===== config.mk =====
export PLATFORM = sky130hd
export DESIGN_NAME = dram_bank_xbar
export DESIGN_NICKNAME = d
export VERILOG_FILES = /design/src/rtl/dram_xbar_pkg.sv /design/src/rtl/dram_xbar_bank_arb.sv /design/src/rtl/dram_xbar_tag_fifo.sv /design/src/rtl/dram_xbar_lat_pipe.sv /design/src/rtl/dram_bank_xbar.sv
export SDC_FILE = /design/constraint.sdc
export NUM_CORES = 1
export LEC_CHECK = 0
export ABC_CLOCK_PERIOD_IN_PS = 7700
export BUFFER_PORTS_ARGS = -buffer_cell sky130_fd_sc_hd__buf_2
export CAP_MARGIN = 0
export CORE_AREA = 5 5 226 228
export CTS_BUF_LIST = sky130_fd_sc_hd__clkbuf_4 sky130_fd_sc_hd__clkbuf_8
export CTS_CLUSTER_SIZE = 30
export DETAILED_ROUTE_END_ITERATION = 7
export DIE_AREA = 0 0 231 233
export SYNTH_ARGS = -nofsm -noshare
export SYNTH_HDL_FRONTEND = slang
export SYNTH_SLANG_ARGS = --single-unit

===== constraint.sdc =====
create_clock -name clk -period 7.7 [get_ports clk]
set_input_delay 0.77 -clock clk [delete_from_list [all_inputs] [get_ports clk]]
set_output_delay 0.77 -clock clk [all_outputs]
set_load 0.005 [all_outputs]

===== src/rtl/dram_xbar_pkg.sv =====
package dram_xbar_pkg;

    // Per-port permission, bit 0 = read allowed, bit 1 = write allowed
    typedef enum logic [1:0] {
        PERM_NONE  = 2'b00,
        PERM_READ  = 2'b01,
        PERM_WRITE = 2'b10,
        PERM_BOTH  = 2'b11
    } port_perm_e;

    function automatic int idx_width(input int n);
        return (n > 1) ? $clog2(n) : 1;
    endfunction

endpackage


===== src/rtl/dram_xbar_bank_arb.sv =====
module dram_xbar_bank_arb
    import dram_xbar_pkg::*;
#(
    parameter int NM = 4,
    localparam int MIW = idx_width(NM)
) (
    input  logic           clk,
    input  logic           rst_n,
    input  logic [NM-1:0]  req,
    input  logic           lock,
    input  logic           accept,
    output logic           gnt_any,
    output logic [MIW-1:0] gnt_idx
);

    typedef struct packed {
        logic [MIW-1:0] last;
    } arb_st_t;

    arb_st_t s_d, s_q;

    always_comb begin
        int k;
        s_d     = s_q;
        gnt_any = 1'b0;
        gnt_idx = s_q.last;
        k       = 0;
        if (lock) begin
            // bank is tied to the port it last accepted
            gnt_any = req[s_q.last];
        end else begin
            // smallest distance after the last winner is written last
            for (int i = NM; i >= 1; i--) begin
                k = (int'(s_q.last) + i) % NM;
                if (req[k]) begin
                    gnt_any = 1'b1;
                    gnt_idx = MIW'(k);
                end
            end
        end
        if (accept) begin
            s_d.last = gnt_idx;
        end
    end

    always_ff @(posedge clk) begin
        if (!rst_n) begin
            s_q.last <= MIW'(NM - 1);
        end else begin
            s_q <= s_d;
        end
    end

endmodule


===== src/rtl/dram_xbar_tag_fifo.sv =====
module dram_xbar_tag_fifo
    import dram_xbar_pkg::*;
#(
    parameter int DEPTH = 4,
    parameter int TW    = 2,
    localparam int PW   = idx_width(DEPTH),
    localparam int CNW  = $clog2(DEPTH + 1)
) (
    input  logic          clk,
    input  logic          rst_n,
    input  logic          push,
    input  logic [TW-1:0] push_tag,
    input  logic          pop,
    output logic [TW-1:0] head_tag,
    output logic          empty,
    output logic          full
);

    typedef struct packed {
        logic [DEPTH-1:0][TW-1:0] mem;
        logic [PW-1:0]            rd;
        logic [PW-1:0]            wr;
        logic [CNW-1:0]           cnt;
    } fifo_st_t;

    fifo_st_t s_d, s_q;
    logic     do_push, do_pop;

    assign empty    = (s_q.cnt == '0);
    assign full     = (s_q.cnt == CNW'(DEPTH));
    assign head_tag = s_q.mem[s_q.rd];
    assign do_push  = push && !full;
    assign do_pop   = pop && !empty;

    always_comb begin
        s_d = s_q;
        if (do_push) begin
            s_d.mem[s_q.wr] = push_tag;
            s_d.wr = (s_q.wr == PW'(DEPTH - 1)) ? '0 : s_q.wr + 1'b1;
        end
        if (do_pop) begin
            s_d.rd = (s_q.rd == PW'(DEPTH - 1)) ? '0 : s_q.rd + 1'b1;
        end
        s_d.cnt = s_q.cnt + CNW'(do_push) - CNW'(do_pop);
    end

    always_ff @(posedge clk) begin
        if (!rst_n) begin
            s_q <= '0;
        end else begin
            s_q <= s_d;
        end
    end

endmodule


===== src/rtl/dram_xbar_lat_pipe.sv =====
module dram_xbar_lat_pipe #(
    parameter int LAT = 1,
    parameter int W   = 2
) (
    input  logic         clk,
    input  logic         rst_n,
    input  logic         in_vld,
    input  logic [W-1:0] in_tag,
    output logic         out_vld,
    output logic [W-1:0] out_tag
);

    typedef struct packed {
        logic [LAT-1:0]        vld;
        logic [LAT-1:0][W-1:0] tag;
    } pipe_st_t;

    pipe_st_t s_d, s_q;

    always_comb begin
        s_d = s_q;
        for (int i = LAT - 1; i >= 1; i--) begin
            s_d.vld[i] = s_q.vld[i-1];
            s_d.tag[i] = s_q.tag[i-1];
        end
        s_d.vld[0] = in_vld;
        s_d.tag[0] = in_tag;
    end

    always_ff @(posedge clk) begin
        if (!rst_n) begin
            s_q <= '0;
        end else begin
            s_q <= s_d;
        end
    end

    assign out_vld = s_q.vld[LAT-1];
    assign out_tag = s_q.tag[LAT-1];

endmodule


===== src/rtl/dram_bank_xbar.sv =====
module dram_bank_xbar
    import dram_xbar_pkg::*;
#(
    parameter int NUM_MASTERS = 4,
    parameter int BANK_BITS   = 3,
    parameter int ROW_BITS    = 13,
    parameter int COL_BITS    = 10,
    parameter int BURST_ALIGN = 1,
    parameter int DATA_W      = 32,
    parameter int WR_LAT      = 1,
    parameter int RD_LAT      = 5,
    parameter int TRACK_DEPTH = 4,
    parameter logic [2*NUM_MASTERS-1:0] PORT_MODE = {PERM_READ, PERM_WRITE, PERM_BOTH, PERM_BOTH},
    localparam int NB  = 1 << BANK_BITS,
    localparam int CW  = COL_BITS - BURST_ALIGN,
    localparam int AW  = ROW_BITS + BANK_BITS + CW,
    localparam int BAW = ROW_BITS + CW,
    localparam int BEW = DATA_W / 8,
    localparam int MIW = idx_width(NUM_MASTERS)
) (
    input  logic                          clk,
    input  logic                          rst_n,
    input  logic [NUM_MASTERS-1:0]        m_cmd_valid,
    output logic [NUM_MASTERS-1:0]        m_cmd_ready,
    input  logic [NUM_MASTERS-1:0]        m_cmd_we,
    input  logic [NUM_MASTERS*AW-1:0]     m_cmd_addr,
    input  logic [NUM_MASTERS*DATA_W-1:0] m_wdata,
    input  logic [NUM_MASTERS*BEW-1:0]    m_wbe,
    output logic [NUM_MASTERS-1:0]        m_wdata_ack,
    output logic [NUM_MASTERS-1:0]        m_rdata_valid,
    output logic [DATA_W-1:0]             m_rdata,
    output logic [NB-1:0]                 b_valid,
    input  logic [NB-1:0]                 b_ready,
    output logic [NB-1:0]                 b_we,
    output logic [NB*BAW-1:0]             b_addr,
    input  logic [NB-1:0]                 b_lock,
    input  logic [NB-1:0]                 b_wdata_ready,
    input  logic [NB-1:0]                 b_rdata_valid,
    output logic [DATA_W-1:0]             ctl_wdata,
    output logic [BEW-1:0]                ctl_wbe,
    input  logic [DATA_W-1:0]             ctl_rdata
);

    localparam int NM = NUM_MASTERS;

    // per-port decode
    logic [BANK_BITS-1:0] port_bank [NM];
    logic [NM-1:0]        port_legal;

    // per-bank arbitration and tracking
    logic [NM-1:0]        bank_req  [NB];
    logic [NB-1:0]        gnt_any;
    logic [MIW-1:0]       gnt_idx   [NB];
    logic [NB-1:0]        accept;
    logic [NB-1:0]        q_full;
    logic [NB-1:0]        q_empty;
    logic [NB-1:0]        q_pop;
    logic [MIW-1:0]       q_head    [NB];

    // data event selection
    logic                 wr_hit, rd_hit;
    logic [BANK_BITS-1:0] wr_bank, rd_bank;
    logic [MIW-1:0]       wr_owner, rd_owner;
    logic                 wr_out_vld, rd_out_vld;
    logic [MIW-1:0]       wr_out_tag, rd_out_tag;

    // address decode and permission check per port
    for (genvar m = 0; m < NM; m++) begin : g_port
        logic [AW-1:0] a;
        assign a             = m_cmd_addr[m*AW +: AW];
        assign port_bank[m]  = a[CW +: BANK_BITS];
        assign port_legal[m] = m_cmd_valid[m] &&
                               (m_cmd_we[m] ? PORT_MODE[2*m+1] : PORT_MODE[2*m]);
    end

    always_comb begin
        for (int b = 0; b < NB; b++) begin
            for (int m = 0; m < NM; m++) begin
                bank_req[b][m] = port_legal[m] && (port_bank[m] == BANK_BITS'(b));
            end
        end
    end

    // one arbiter and one owner queue per bank
    for (genvar b = 0; b < NB; b++) begin : g_bank
        logic [AW-1:0] sel_addr;

        dram_xbar_bank_arb #(
            .NM (NM)
        ) arb_i (
            .clk     (clk),
            .rst_n   (rst_n),
            .req     (bank_req[b]),
            .lock    (b_lock[b]),
            .accept  (accept[b]),
            .gnt_any (gnt_any[b]),
            .gnt_idx (gnt_idx[b])
        );

        dram_xbar_tag_fifo #(
            .DEPTH (TRACK_DEPTH),
            .TW    (MIW)
        ) trk_i (
            .clk      (clk),
            .rst_n    (rst_n),
            .push     (accept[b]),
            .push_tag (gnt_idx[b]),
            .pop      (q_pop[b]),
            .head_tag (q_head[b]),
            .empty    (q_empty[b]),
            .full     (q_full[b])
        );

        assign sel_addr   = m_cmd_addr[int'(gnt_idx[b])*AW +: AW];
        assign b_valid[b] = gnt_any[b] && !q_full[b];
        assign b_we[b]    = m_cmd_we[gnt_idx[b]];
        assign b_addr[b*BAW +: BAW] = {sel_addr[AW-1 -: ROW_BITS], sel_addr[CW-1:0]};
        assign accept[b]  = b_valid[b] && b_ready[b];
    end

    // port handshake: a port is granted by at most the bank it addresses
    always_comb begin
        m_cmd_ready = '0;
        for (int b = 0; b < NB; b++) begin
            if (accept[b]) begin
                m_cmd_ready[gnt_idx[b]] = 1'b1;
            end
        end
    end

    // pick the bank that raised each data strobe (lowest wins if illegal)
    always_comb begin
        wr_hit  = 1'b0;
        rd_hit  = 1'b0;
        wr_bank = '0;
        rd_bank = '0;
        for (int b = NB - 1; b >= 0; b--) begin
            if (b_wdata_ready[b]) begin
                wr_hit  = 1'b1;
                wr_bank = BANK_BITS'(b);
            end
            if (b_rdata_valid[b]) begin
                rd_hit  = 1'b1;
                rd_bank = BANK_BITS'(b);
            end
        end
        wr_owner = q_head[wr_bank];
        rd_owner = q_head[rd_bank];
        for (int b = 0; b < NB; b++) begin
            q_pop[b] = (wr_hit && (wr_bank == BANK_BITS'(b))) ||
                       (rd_hit && (rd_bank == BANK_BITS'(b)));
        end
    end

    dram_xbar_lat_pipe #(
        .LAT (WR_LAT),
        .W   (MIW)
    ) wr_pipe_i (
        .clk     (clk),
        .rst_n   (rst_n),
        .in_vld  (wr_hit),
        .in_tag  (wr_owner),
        .out_vld (wr_out_vld),
        .out_tag (wr_out_tag)
    );

    dram_xbar_lat_pipe #(
        .LAT (RD_LAT),
        .W   (MIW)
    ) rd_pipe_i (
        .clk     (clk),
        .rst_n   (rst_n),
        .in_vld  (rd_hit),
        .in_tag  (rd_owner),
        .out_vld (rd_out_vld),
        .out_tag (rd_out_tag)
    );

    // shared datapath steering
    always_comb begin
        m_wdata_ack   = '0;
        m_rdata_valid = '0;
        ctl_wdata     = '0;
        ctl_wbe       = '0;
        if (wr_out_vld) begin
            m_wdata_ack[wr_out_tag] = 1'b1;
            ctl_wdata = m_wdata[int'(wr_out_tag)*DATA_W +: DATA_W];
            ctl_wbe   = m_wbe[int'(wr_out_tag)*BEW +: BEW];
        end
        if (rd_out_vld) begin
            m_rdata_valid[rd_out_tag] = 1'b1;
        end
    end

    assign m_rdata = ctl_rdata;

endmodule


# Word level (Yosys, flattened, before mapping)
# Cells that the tools add are included.
# word_totals
word_cells	853
in_bits	318
reg_bits	154
output_inout_bits	272
# classes
n_mux	336
shift	10
eq_ne	66
bitwise_logic	41
n_mul	8
addsub	64
reduce_logical	170
n_lt_le_gt_ge	86
# op_table
op	n
$shiftx A100 B8 Y25	8
$mux W2	76
$mux W1	148
$lt A3 B4 Y1 const B	32
$shiftx A128 B8 Y32	1
$lt A2 B3 Y1 const B	34
$logic_and A1 B1 Y1	100
$bmux W1 S2	48
$eq A3 B3 Y1 const B	32
$add A2 B1 Y2 const B	32
$bwmux W8	8
$reduce_or A2 Y1	32
$mul A2 B5 Y7 const B	8
$mux W3	16
$mux W4	11
$logic_not A3 Y1	14
$eq A3 B2 Y1 const B	12
$ge A2 B1 Y1 const B	18
$add A2 B2 Y2 const B	16
$and A1 B1 Y1 const A	32
$bmux W2 S2	8
$demux W2 S2	8
$eq A2 B2 Y1 const B	16
$mux W32	1
other kinds (11)	70

# Logic depth before layout (Yosys ltp)
# Gate-level depths: netlist of the first run.
# logic_depth
ltp_word	30
depth_mapped	16
depth_no_buf	15

# By module
# From an unflattened synthesis of the first run, not the netlist that was laid out.
# unflattened
cells_unflattened	1514
area_unflattened_um2	15800.2
# by_module_without_submodules
mod	area_each_um2	seq_area_each_um2	cells_per_inst	instances
dram_bank_xbar	6970.4	0.0	572	1
dram_xbar_tag_fifo at g_bank[0].trk_i ...	792.0	300.3	80	7
dram_xbar_bank_arb	249.0	40.0	33	8
dram_xbar_tag_fifo at g_bank[7].trk_i	795.8	300.3	81	1
dram_xbar_lat_pipe at rd_pipe_i	419.2	300.3	31	1
dram_xbar_lat_pipe at wr_pipe_i	78.8	60.1	6	1

# Worst setup path after synthesis of the first run
# OpenSTA, ideal clock, no wires.
# synth_path
path_type	input port to output port
start	in m_cmd_we[3]
end	out b_addr[24]
n_path_buf	3
arrival_time_ps	2928
stages	9
slack_ps	4002
path_cell_list	nand3b_1 clkbuf_1 nor3_1 a31oi_1 o221a_2 mux2i_1 buf_4 buf_4 mux4_2
# synth_via
elab_chain_cells	13
# synth_rtl
item	line	rtl
from (decl)	dram_bank_xbar.sv:25	input logic [NUM_MASTERS-1:0] m_cmd_we,
$mux W1 *	dram_bank_xbar.sv:73	(m_cmd_we[m] ? PORT_MODE[2*m+1] : PORT_MODE[2*m]);
$logic_and A1 B1 Y1 *	dram_bank_xbar.sv:72	assign port_legal[m] = m_cmd_valid[m] &&
$logic_and A1 B1 Y1 *	dram_bank_xbar.sv:79	bank_req[b][m] = port_legal[m] && (port_bank[m] == BANK_BITS'(b));
$bmux W1 S2	dram_xbar_bank_arb.sv:35	if (req[k]) begin
$mux W1 (not written as such) (2 in series)	dram_xbar_bank_arb.sv:35	
$mux W2 (3 in series)	dram_xbar_bank_arb.sv:35	
$mux W2 *	dram_xbar_bank_arb.sv:35	
$mux W2 *	dram_xbar_bank_arb.sv:28	if (lock) begin
$mul A2 B5 Y7 *	dram_bank_xbar.sv:114	assign sel_addr = m_cmd_addr[int'(gnt_idx[b])*AW +: AW];
$shiftx A100 B8 Y25 *	dram_bank_xbar.sv:114	
to (decl)	dram_bank_xbar.sv:35	output logic [NB*BAW-1:0] b_addr,
# Every way passes the cells marked *; elsewhere a longest branch is shown, timed or not. The select of a mux whose other input is x is not followed.

# Worst setup path in the final report of the first run
# layout_path
start	in m_cmd_we[3]
end	out b_addr[7]
# The elaborated chain is that of the path after synthesis.

==> impl_metrics.tcl, run 1 <==
set metrics [dict create \
    antenna_violations_before_repair 13 \
    crit_path_buffers_inverters 4 \
    cts-root-buf "clkbuf_8" \
    viasPerCell 5.90 \
    layout_commonest_cell "buf_2" \
    cp_slowest_cell "o41ai_4" \
    synth_compound_gate_area_share_pct 21.9 \
    cts_setup_buffers 0 \
    final-setup-viol-count 0 \
    crit_path_max_fanout 44 \
    synth-seq-area-share_pct 19.0 \
    ys_types 86 \
    firstDrtPassIters 5 \
    tritoncts_clock_tree "built" \
    clock_tree_sinks 154 \
    die_height_um 233 \
    grt_pass1_wl_um 105000 \
    timing.final.max_slew_violations 0 \
    finalNetCount 2843 \
    fillers 5006 \
    globalRouteOverflowTotal 0 \
    num_vias 18300 \
    ys_seq_elements 154 \
    grt_start_max_net_pins 69 \
    worst_ir_drop_vdd_mv 0.103 \
    synth_xor_area_share_pct 0.865 \
    final_period_minus_worst_setup_slack_ns 5.23 \
    tns_ns 0 \
    postSynthCellCount 2094 \
    relSlewSlack_pct 20.8 \
    worst_path_dominant_cell_family "buffers and inverters" \
    ys_warn_count 0 \
    finalCritPeriodShare_pct 67.9 \
    flow.area_growth_from_synthesis_pct 20.1 \
    syn-num-nets 2476 \
    hold_ws_ns 0.440 \
    synth-edff-count 0 \
    floorplan.initialDensity_pct 33.3 \
    power_density_nw_per_um2 143 \
    drive_gt1_share_pct 29.6 \
    clk_transition_reported_paths_ns 0.09 \
    worst_ep_required_time_ns 6.93 \
    setup_crit_start_kind "primary input" \
    critPathArrivalTime_ns 4.46 \
    postRouteWirelength_um 70300 \
    hp-class "flip-flop to flip-flop" \
    ctsHtreeMaxLevel 4 \
    design_power_total_w 0.00278 \
    drt_first_iter_violations 1648 \
    fp.dieArea_um2 53800 \
    cts_inserted_buffers 17 \
    layout.cells.most_common_list "buf_2, nand2_1, a21oi_1" \
    gp_congestion 0.956 \
    endpoint_kind "primary output" \
    setup.worst_path.class "primary input to primary output" \
    cts-hold-fix-buffers 0 \
    grt_setup_unrepaired "no" \
    cp_cell_sequence "buf_2 > or3b_4 > nor3_1 > nor2_1 > o41ai_4 > buf_4 > buf_4 > nor2b_1 > a211oi_1 > a21oi_1 > buf_2" \
    drt-wirelength-per-cell_um 22.7 \
    run_status "finished, final reports clean" \
    port_buffers 525 \
    groute.usage.overall_pct 24.8 \
    postSynthAreaPerCell_um2 7.74 \
    static_leakage_nw 8.41 \
    core_area_um2 48600 \
    post_cts_resized 0 \
    ant_nets 0 \
    detail_route.drc_violations 0 \
    synthMuxAreaShare_pct 19.1 \
    finalHoldViolCount 0 \
    maxCapViolations 0 \
    hpwl_um 52900 \
    max_slew.worst_pin.slew_ns 1.19 \
    synthArstFlopShare_pct 0 \
    clk_path_buf_depth 2 \
    largest_family_of_logic_cells_by_synthesized_area "simple AND/OR/NAND/NOR gates" \
    first_global_vias 17600 \
    simple_gate_fraction_of_synth_area_pct 26.4 \
    fin_skew_ns 0.0106 \
    dieWidth_um 231 \
    std_cell_rows 81 \
    critPathMaxStageDelay_ns 0.92 \
    synth.cell_area_um2 16200 \
    fmax_mhz 191 \
    postSynth.topFlopCell "dfxtp_1" \
    post_synth_fa_ha_maj_area_fraction_pct 5.31 \
    top_level_ports 590 \
    clock_latency_on_the_worst_skew_pair_ns 0.46 \
]
[path summary, 6_finish.rpt]
check / start / end / slack (ns) / cells after the start
worst max-delay path: m_cmd_we[3] / b_addr[7] / 2.47 / 11
worst min-delay path: rd_pipe_i.s_d[4]$_SDFF_PN0_ / rd_pipe_i.s_d[6]$_SDFF_PN0_ / 0.44 / 1
worst max register to register: g_bank[1].arb_i.s_q[0]$_SDFFE_PN1N_ / g_bank[1].trk_i.s_q[2]$_SDFF_PN0_ / 4.27 / 12
worst min register to register: rd_pipe_i.s_d[4]$_SDFF_PN0_ / rd_pipe_i.s_d[6]$_SDFF_PN0_ / 0.44 / 1
[cell usage after synthesis (56+ instances only)]
cell type	n	area (um^2)
dfxtp_1	154	3080
a211oi_1	124	931
and2_1	126	788
inv_1	63	236
mux2i_1	72	721
mux4_2	102	2300
clkbuf_1	119	447
ha_1	56	701
a31oi_1	98	613
a21oi_1	165	826
nand2_1	347	1300
nor2_1	130	488
[registers in the layout, indices dropped and copies added (netlist names)]
signal	count
g_bank.trk_i.s_q	120
g_bank.arb_i.s_q	16
rd_pipe_i.s_d	12
rd_pipe_i.out_tag	2
wr_pipe_i.out_tag	2
rd_pipe_i.out_vld	1
wr_pipe_i.out_vld	1
[cell families (layout without fill, tap and decap cells)]
kind of cell / count (synthesis) / count (layout)
XOR/XNOR: 16 / 16
buffers and inverters: 274 / 652
AO/OA/AOI/OAI: 538 / 538
AND/OR/NAND/NOR: 867 / 867
adder cells (fa/ha/maj): 64 / 64
other: 0 / 9
multiplexers: 181 / 181
flip-flops: 154 / 154
[per-layer routing]
layer	vias up	track usage [%]	wire length, um
met2	1039	40.7	33400
met4	4	10.5	2430
met5	-	0	21
met1	8758	30.9	27800
met3	126	6.52	6720
li1	8394	-	-
[metrics by stage]
step / instances / utilization [%] / instance area (um^2) / worst slack, ns
3_5_place_dp: 3064 / 39.1 / 19000 / 2.58
5_1_grt: 3103 / 40.0 / 19500 / 2.23
3_3_place_gp: 3064 / 39.1 / 19000 / 2.67
6_report: 3103 / 40.0 / 19500 / 2.47
4_1_cts: 3094 / 40.0 / 19400 / 2.57
2_1_floorplan: 2094 / - / 16200 / 4.00
[power breakdown]
group	total (W)	internal (W)	switching, W
Sequential	0.000908	0.000843	0.0000651
Combinational	0.00120	0.000516	0.000681
Clock	0.000678	0.000362	0.000315
Total	0.00278	0.00172	0.00106
[layout make-up]
type	count	area (um^2)	area share (%)
clock buffers	19	255	1.31
multi-input cells	1666	12100	61.9
diodes	9	22.5	0.116
inverters	68	255	1.31
well taps	622	778	4.00
flip-flops and latches	154	3090	15.8
repair buffers	554	2850	14.6
clock inverters	11	171	0.880
[worst register-to-register path: stages, from the launching register on]
cell and delay (ns):
dfxtp_1 0.44, or4_1 0.67, o2111a_1 0.19, o41a_1 0.38, a21oi_1 0.19, nand2_2 0.17
inv_2 0.29, ha_1 0.21, inv_1 0.05, fa_1 0.37, xor2_1 0.17, xnor2_1 0.13
nor2_1 0.05
Power figures use the tool's default switching activity.
==> run 2: changes to the inputs <==
- ABC_CLOCK_PERIOD_IN_PS: 7700 -> 4400
- clock period: 7.7 -> 4.4 ns (I/O delays scaled with it)
==> impl_metrics.tcl, run 2 (same netlist as run 1, synthesis figures left out) <==
set metrics [dict create \
    run_status "finished, final reports clean" \
    cts_inserted_buffers 17 \
    relSlewSlack_pct 35.2 \
    clock_tree_sinks 154 \
    hold_start "b_rdata_valid[6]" \
    post_cts_resized 0 \
    crit_path_max_fanout 19 \
    drive_gt1_share_pct 30.3 \
    grt_start_max_net_pins 67 \
    power.share.sequential_pct 31.9 \
    multi_input_area_um2 12100 \
    clkPwrFrac_pct 24.8 \
    grt_setup_unrepaired "no" \
    intPower_w 0.00302 \
    groute.usage.overall_pct 24.6 \
    clk_path_buf_depth 2 \
    layout_commonest_cell "buf_2" \
    static_leakage_nw 8.58 \
    setup_crit_start_kind "primary input" \
    detail_route.drc_violations 0 \
    fin_skew_ns 0.0192 \
    gp_congestion 0.974 \
    netSwitchingFraction_pct 39.2 \
    maxCapViolations 0 \
    die_height_um 233 \
    finalHoldViolCount 0 \
    layout.cells.most_common_list "buf_2, nand2_1, a21oi_1" \
    ant_nets 0 \
    core_area_um2 48600 \
    max_slew.worst_pin.slew_ns 0.973 \
    final_period_minus_worst_setup_slack_ns 4.10 \
    drt-wirelength-per-cell_um 22.7 \
    top_level_ports 590 \
    finalInstanceArea_um2 19700 \
    register_area_um2 3090 \
    worst_hold_path.endpoint "rd_pipe_i.s_d[11]$_SDFF_PN0_" \
    fp.dieArea_um2 53800 \
    timing.rr.end "g_bank[1].trk_i.s_q[2]$_SDFF_PN0_" \
    final-setup-viol-count 0 \
    firstDrtPassIters 8 \
    worst_ep_required_time_ns 3.96 \
    r2r_slack_ns 0.96 \
    antenna_violations_before_repair 10 \
    num_vias 18500 \
    drt_first_iter_violations 1690 \
    critPathArrivalTime_ns 3.66 \
    std_cell_rows 81 \
    reg2reg_from "g_bank[1].arb_i.s_q[0]$_SDFFE_PN1N_" \
    clk_transition_reported_paths_ns 0.09 \
    setup.worst_path.class "primary input to primary output" \
    power_density_nw_per_um2 251 \
    globalRouteOverflowTotal 0 \
    cts_setup_buffers 0 \
    worst_ir_drop_vdd_mv 0.182 \
    flow.area_growth_from_synthesis_pct 21.8 \
    ctsHtreeMaxLevel 4 \
    fmax_mhz 244 \
    largest_register_ffs 120 \
    post_dp_cell_area_um2 19300 \
    first_global_vias 17500 \
    hpwl_um 53800 \
    final.setup.worst_slack_ns 0.297 \
    grt_pass1_wl_um 105000 \
    combinationalPowerShare_pct 43.2 \
    clock_latency_on_the_worst_skew_pair_ns 0.48 \
    min_path_cells 3 \
    ff2ff_path_depth 12 \
    postRouteWirelength_um 70800 \
    finalCritPeriodShare_pct 93.3 \
    switchingPower_w 0.00195 \
    hp-class "primary input to flip-flop" \
    viasPerCell 5.91 \
    tritoncts_clock_tree "built" \
    port_buffers 525 \
    cts-hold-fix-buffers 0 \
    endpoint_kind "primary output" \
    dieWidth_um 231 \
    tns_ns 0 \
    fillers 4962 \
    finalNetCount 2866 \
    floorplan.initialDensity_pct 33.3 \
    cts-root-buf "clkbuf_8" \
    dp_slack_ns 0.358 \
    register_ranked_first_by_flip_flop_count "g_bank.trk_i.s_q" \
    timing.final.max_slew_violations 0 \
]
==> run 2: cell count changes in the layout (fill, tap and decap cells not counted) <==
cell,before,now
buf_4,29,44
diode_2,9,5
clkinv_2,2,0
clkinv_4,2,0
buf_12,0,8
bufinv_16,4,3
inv_8,0,4
clkinvlp_4,2,1
inv_6,1,6
clkbuf_4,1,0
==> run 2: final cells by class <==
class                           count  area share (%)
Multi-Input combinational cell   1666            61.0
Timing Repair Buffer              577            15.8
Sequential cell                   154            15.6
Tap cell                          622            3.94
Inverter                           68            1.29
Clock buffer                       18            1.25
Clock inverter                     14           0.988
Antenna cell                        5          0.0634
==> run 2: how the worst max path moves through the flow <==
stage / from / cells after the start / endpoint
floorplan: m_cmd_we[3] / 14 / g_bank[1].trk_i.s_q[2]$_SDFF_PN0_
global placement: m_cmd_we[3] / 14 / g_bank[1].trk_i.s_q[2]$_SDFF_PN0_
detailed placement: m_cmd_we[3] / 14 / g_bank[1].trk_i.s_q[2]$_SDFF_PN0_
CTS: m_cmd_we[3] / 12 / m_cmd_ready[1]
global route: m_cmd_we[3] / 12 / m_cmd_ready[1]
finish: m_cmd_we[3] / 12 / m_cmd_ready[1]
==> run 2: power by group through the flow <==
stage | Clock, W | Sequential, W | Combinational [W]
3_3_place_gp | 0 | 0.00161 | 0.00210
6_report | 0.00123 | 0.00159 | 0.00215
2_1_floorplan | 0 | 0.00157 | 0.00125
3_5_place_dp | 0 | 0.00161 | 0.00213
5_1_grt | 0.00130 | 0.00160 | 0.00233
4_1_cts | 0.00125 | 0.00158 | 0.00214
==> run 2: metal layers <==
| layer | share of wire [%] | global-route usage, % |
|---|---|---|
| met5 | 0.066 | 0 |
| met4 | 3.0 | 7.69 |
| met3 | 10 | 6.80 |
| met2 | 48 | 41.3 |
| met1 | 39 | 30.9 |
==> run 2: worst max-delay path, stage by stage <==
cell       delay [ns]
buf_2            0.19
nand3b_1         0.50
or4_1            0.65
o2111a_1         0.19
o41a_1           0.37
a21oi_1          0.19
nand2_2          0.17
inv_2            0.29
nand2_1          0.15
a2bb2oi_1        0.15
or4b_1           0.24
buf_2            0.13
==> run 2: per-stage QoR <==
step / util (%) / hold WS (ns) / std cells / total power (W)
final: 40.6 / 0.291 / 3124 / 0.00497
after global routing: 40.6 / 0.307 / 3124 / 0.00523
after CTS: 40.6 / 0.275 / 3119 / 0.00498
after detailed placement: 39.7 / 0.420 / 3087 / 0.00374
after global placement: 39.7 / 0.414 / 3087 / 0.00371
after floorplan: - / 0.412 / 2094 / 0.00282
==> run 3: changes to the inputs <==
- CORE_AREA: 5 5 226 228 -> 5 5 228 230
- DIE_AREA: 0 0 231 233 -> 0 0 233 235
==> impl_metrics.tcl, run 3 (same netlist as run 1, synthesis figures left out) <==
set metrics [dict create \
    flow.area_growth_from_synthesis_pct 21.9 \
    die_height_um 235 \
    worst_ep_required_time_ns 3.96 \
    maxCapViolations 0 \
    fp.dieArea_um2 54800 \
    finalInstanceArea_um2 19800 \
    relSlewSlack_pct 24.3 \
    ant_nets 0 \
    multi_input_area_um2 12100 \
    layout_commonest_cell "buf_2" \
    groute.usage.overall_pct 23.8 \
    cts_setup_buffers 0 \
    gp_congestion 0.925 \
    largest_register_ffs 120 \
    num_vias 18400 \
    clock_latency_on_the_worst_skew_pair_ns 0.45 \
    globalRouteOverflowTotal 0 \
    drive_gt1_share_pct 30.0 \
    static_leakage_nw 8.53 \
    port_buffers 525 \
    cts-root-buf "clkbuf_8" \
    finalHoldViolCount 0 \
    cts_inserted_buffers 17 \
    setup_crit_start_kind "primary input" \
    detail_route.drc_violations 0 \
    std_cell_rows 82 \
    drt-wirelength-per-cell_um 22.0 \
    clk_path_buf_depth 2 \
    floorplan.initialDensity_pct 32.6 \
    max_slew.worst_pin.slew_ns 1.13 \
    ctsHtreeMaxLevel 4 \
    first_global_vias 17500 \
    tritoncts_clock_tree "built" \
    register_ranked_first_by_flip_flop_count "g_bank.trk_i.s_q" \
    setup.worst_path.class "primary input to primary output" \
    top_level_ports 590 \
    cts-hold-fix-buffers 0 \
    final_period_minus_worst_setup_slack_ns 4.19 \
    run_status "finished, final reports clean" \
    post_cts_resized 0 \
    timing.final.max_slew_violations 0 \
    fmax_mhz 238 \
    worst_ir_drop_vdd_mv 0.190 \
    clock_tree_sinks 154 \
    grt_pass1_wl_um 104000 \
    clk_transition_reported_paths_ns 0.09 \
    finalCritPeriodShare_pct 95.3 \
    finalNetCount 2857 \
    drt_first_iter_violations 1738 \
    core_area_um2 49700 \
    crit_path_max_fanout 19 \
    antenna_violations_before_repair 12 \
    fillers 5146 \
    hpwl_um 53000 \
    register_area_um2 3090 \
    tns_ns 0 \
    endpoint_kind "primary output" \
    layout.cells.most_common_list "buf_2, nand2_1, a21oi_1" \
    critPathArrivalTime_ns 3.75 \
    grt_start_max_net_pins 70 \
    firstDrtPassIters 5 \
    postRouteWirelength_um 69600 \
    fin_skew_ns 0.0139 \
    final-setup-viol-count 0 \
    dieWidth_um 233 \
    hp-class "primary input to flip-flop" \
    viasPerCell 5.83 \
    post_dp_cell_area_um2 19300 \
    power_density_nw_per_um2 247 \
    grt_setup_unrepaired "no" \
]
-- run 3: layout make-up --
class                           count  share of cell area (%)
Multi-Input combinational cell   1666                    61.0
Timing Repair Buffer              568                    15.6
Sequential cell                   154                    15.6
Tap cell                          672                    4.26
Clock buffer                       21                    1.37
Inverter                           68                    1.29
Clock inverter                      9                   0.709
Antenna cell                        7                  0.0887
-- run 3: routing by layer --
metal	GRT usage [%]	vias up	wire length (um)
met4	7.70	2	2150
met2	41.0	1010	33900
met3	5.88	124	6740
li1	-	8431	-
met1	29.0	8876	26800
met5	0	-	13
-- run 3: metrics by stage --
step	power, W	hold WS, ns	worst slack (ns)	utilization (%)	cells
detailed placement	0.00372	0.422	0.257	38.9	3128
global placement	0.00368	0.420	0.358	38.9	3128
floorplan	0.00282	0.412	1.04	-	2094
CTS	0.00488	0.320	0.276	39.7	3158
finish	0.00487	0.349	0.206	39.8	3165
global route	0.00515	0.354	0.0561	39.8	3165
-- run 3: worst paths after layout --
check / slack (ns) / startpoint / cells after the start / end
max reg2reg: 0.90 / g_bank[1].arb_i.s_q[0]$_SDFFE_PN1N_ / 12 / g_bank[1].trk_i.s_q[2]$_SDFF_PN0_
min reg2reg: 0.44 / rd_pipe_i.s_d[13]$_SDFF_PN0_ / 1 / rd_pipe_i.s_d[14]$_SDFF_PN0_
min: 0.35 / b_wdata_ready[4] / 3 / wr_pipe_i.out_vld$_SDFF_PN0_
max: 0.21 / m_cmd_we[3] / 13 / m_cmd_ready[1]
-- run 3: power by group --
part,internal [W],total (W),switching [W]
clock network,0.000595,0.00116,0.000561
logic,0.000935,0.00212,0.00118
registers,0.00148,0.00160,0.000122
-- run 3: critical path: stages --
cell	delay (ns)
buf_2	0.18
nand3b_1	0.49
buf_4	0.32
o32ai_1	0.37
nor4_1	0.10
o41a_1	0.45
a21oi_1	0.20
nand2_2	0.17
inv_2	0.29
nand2_1	0.18
a2bb2oi_1	0.16
or4b_1	0.25
buf_2	0.14
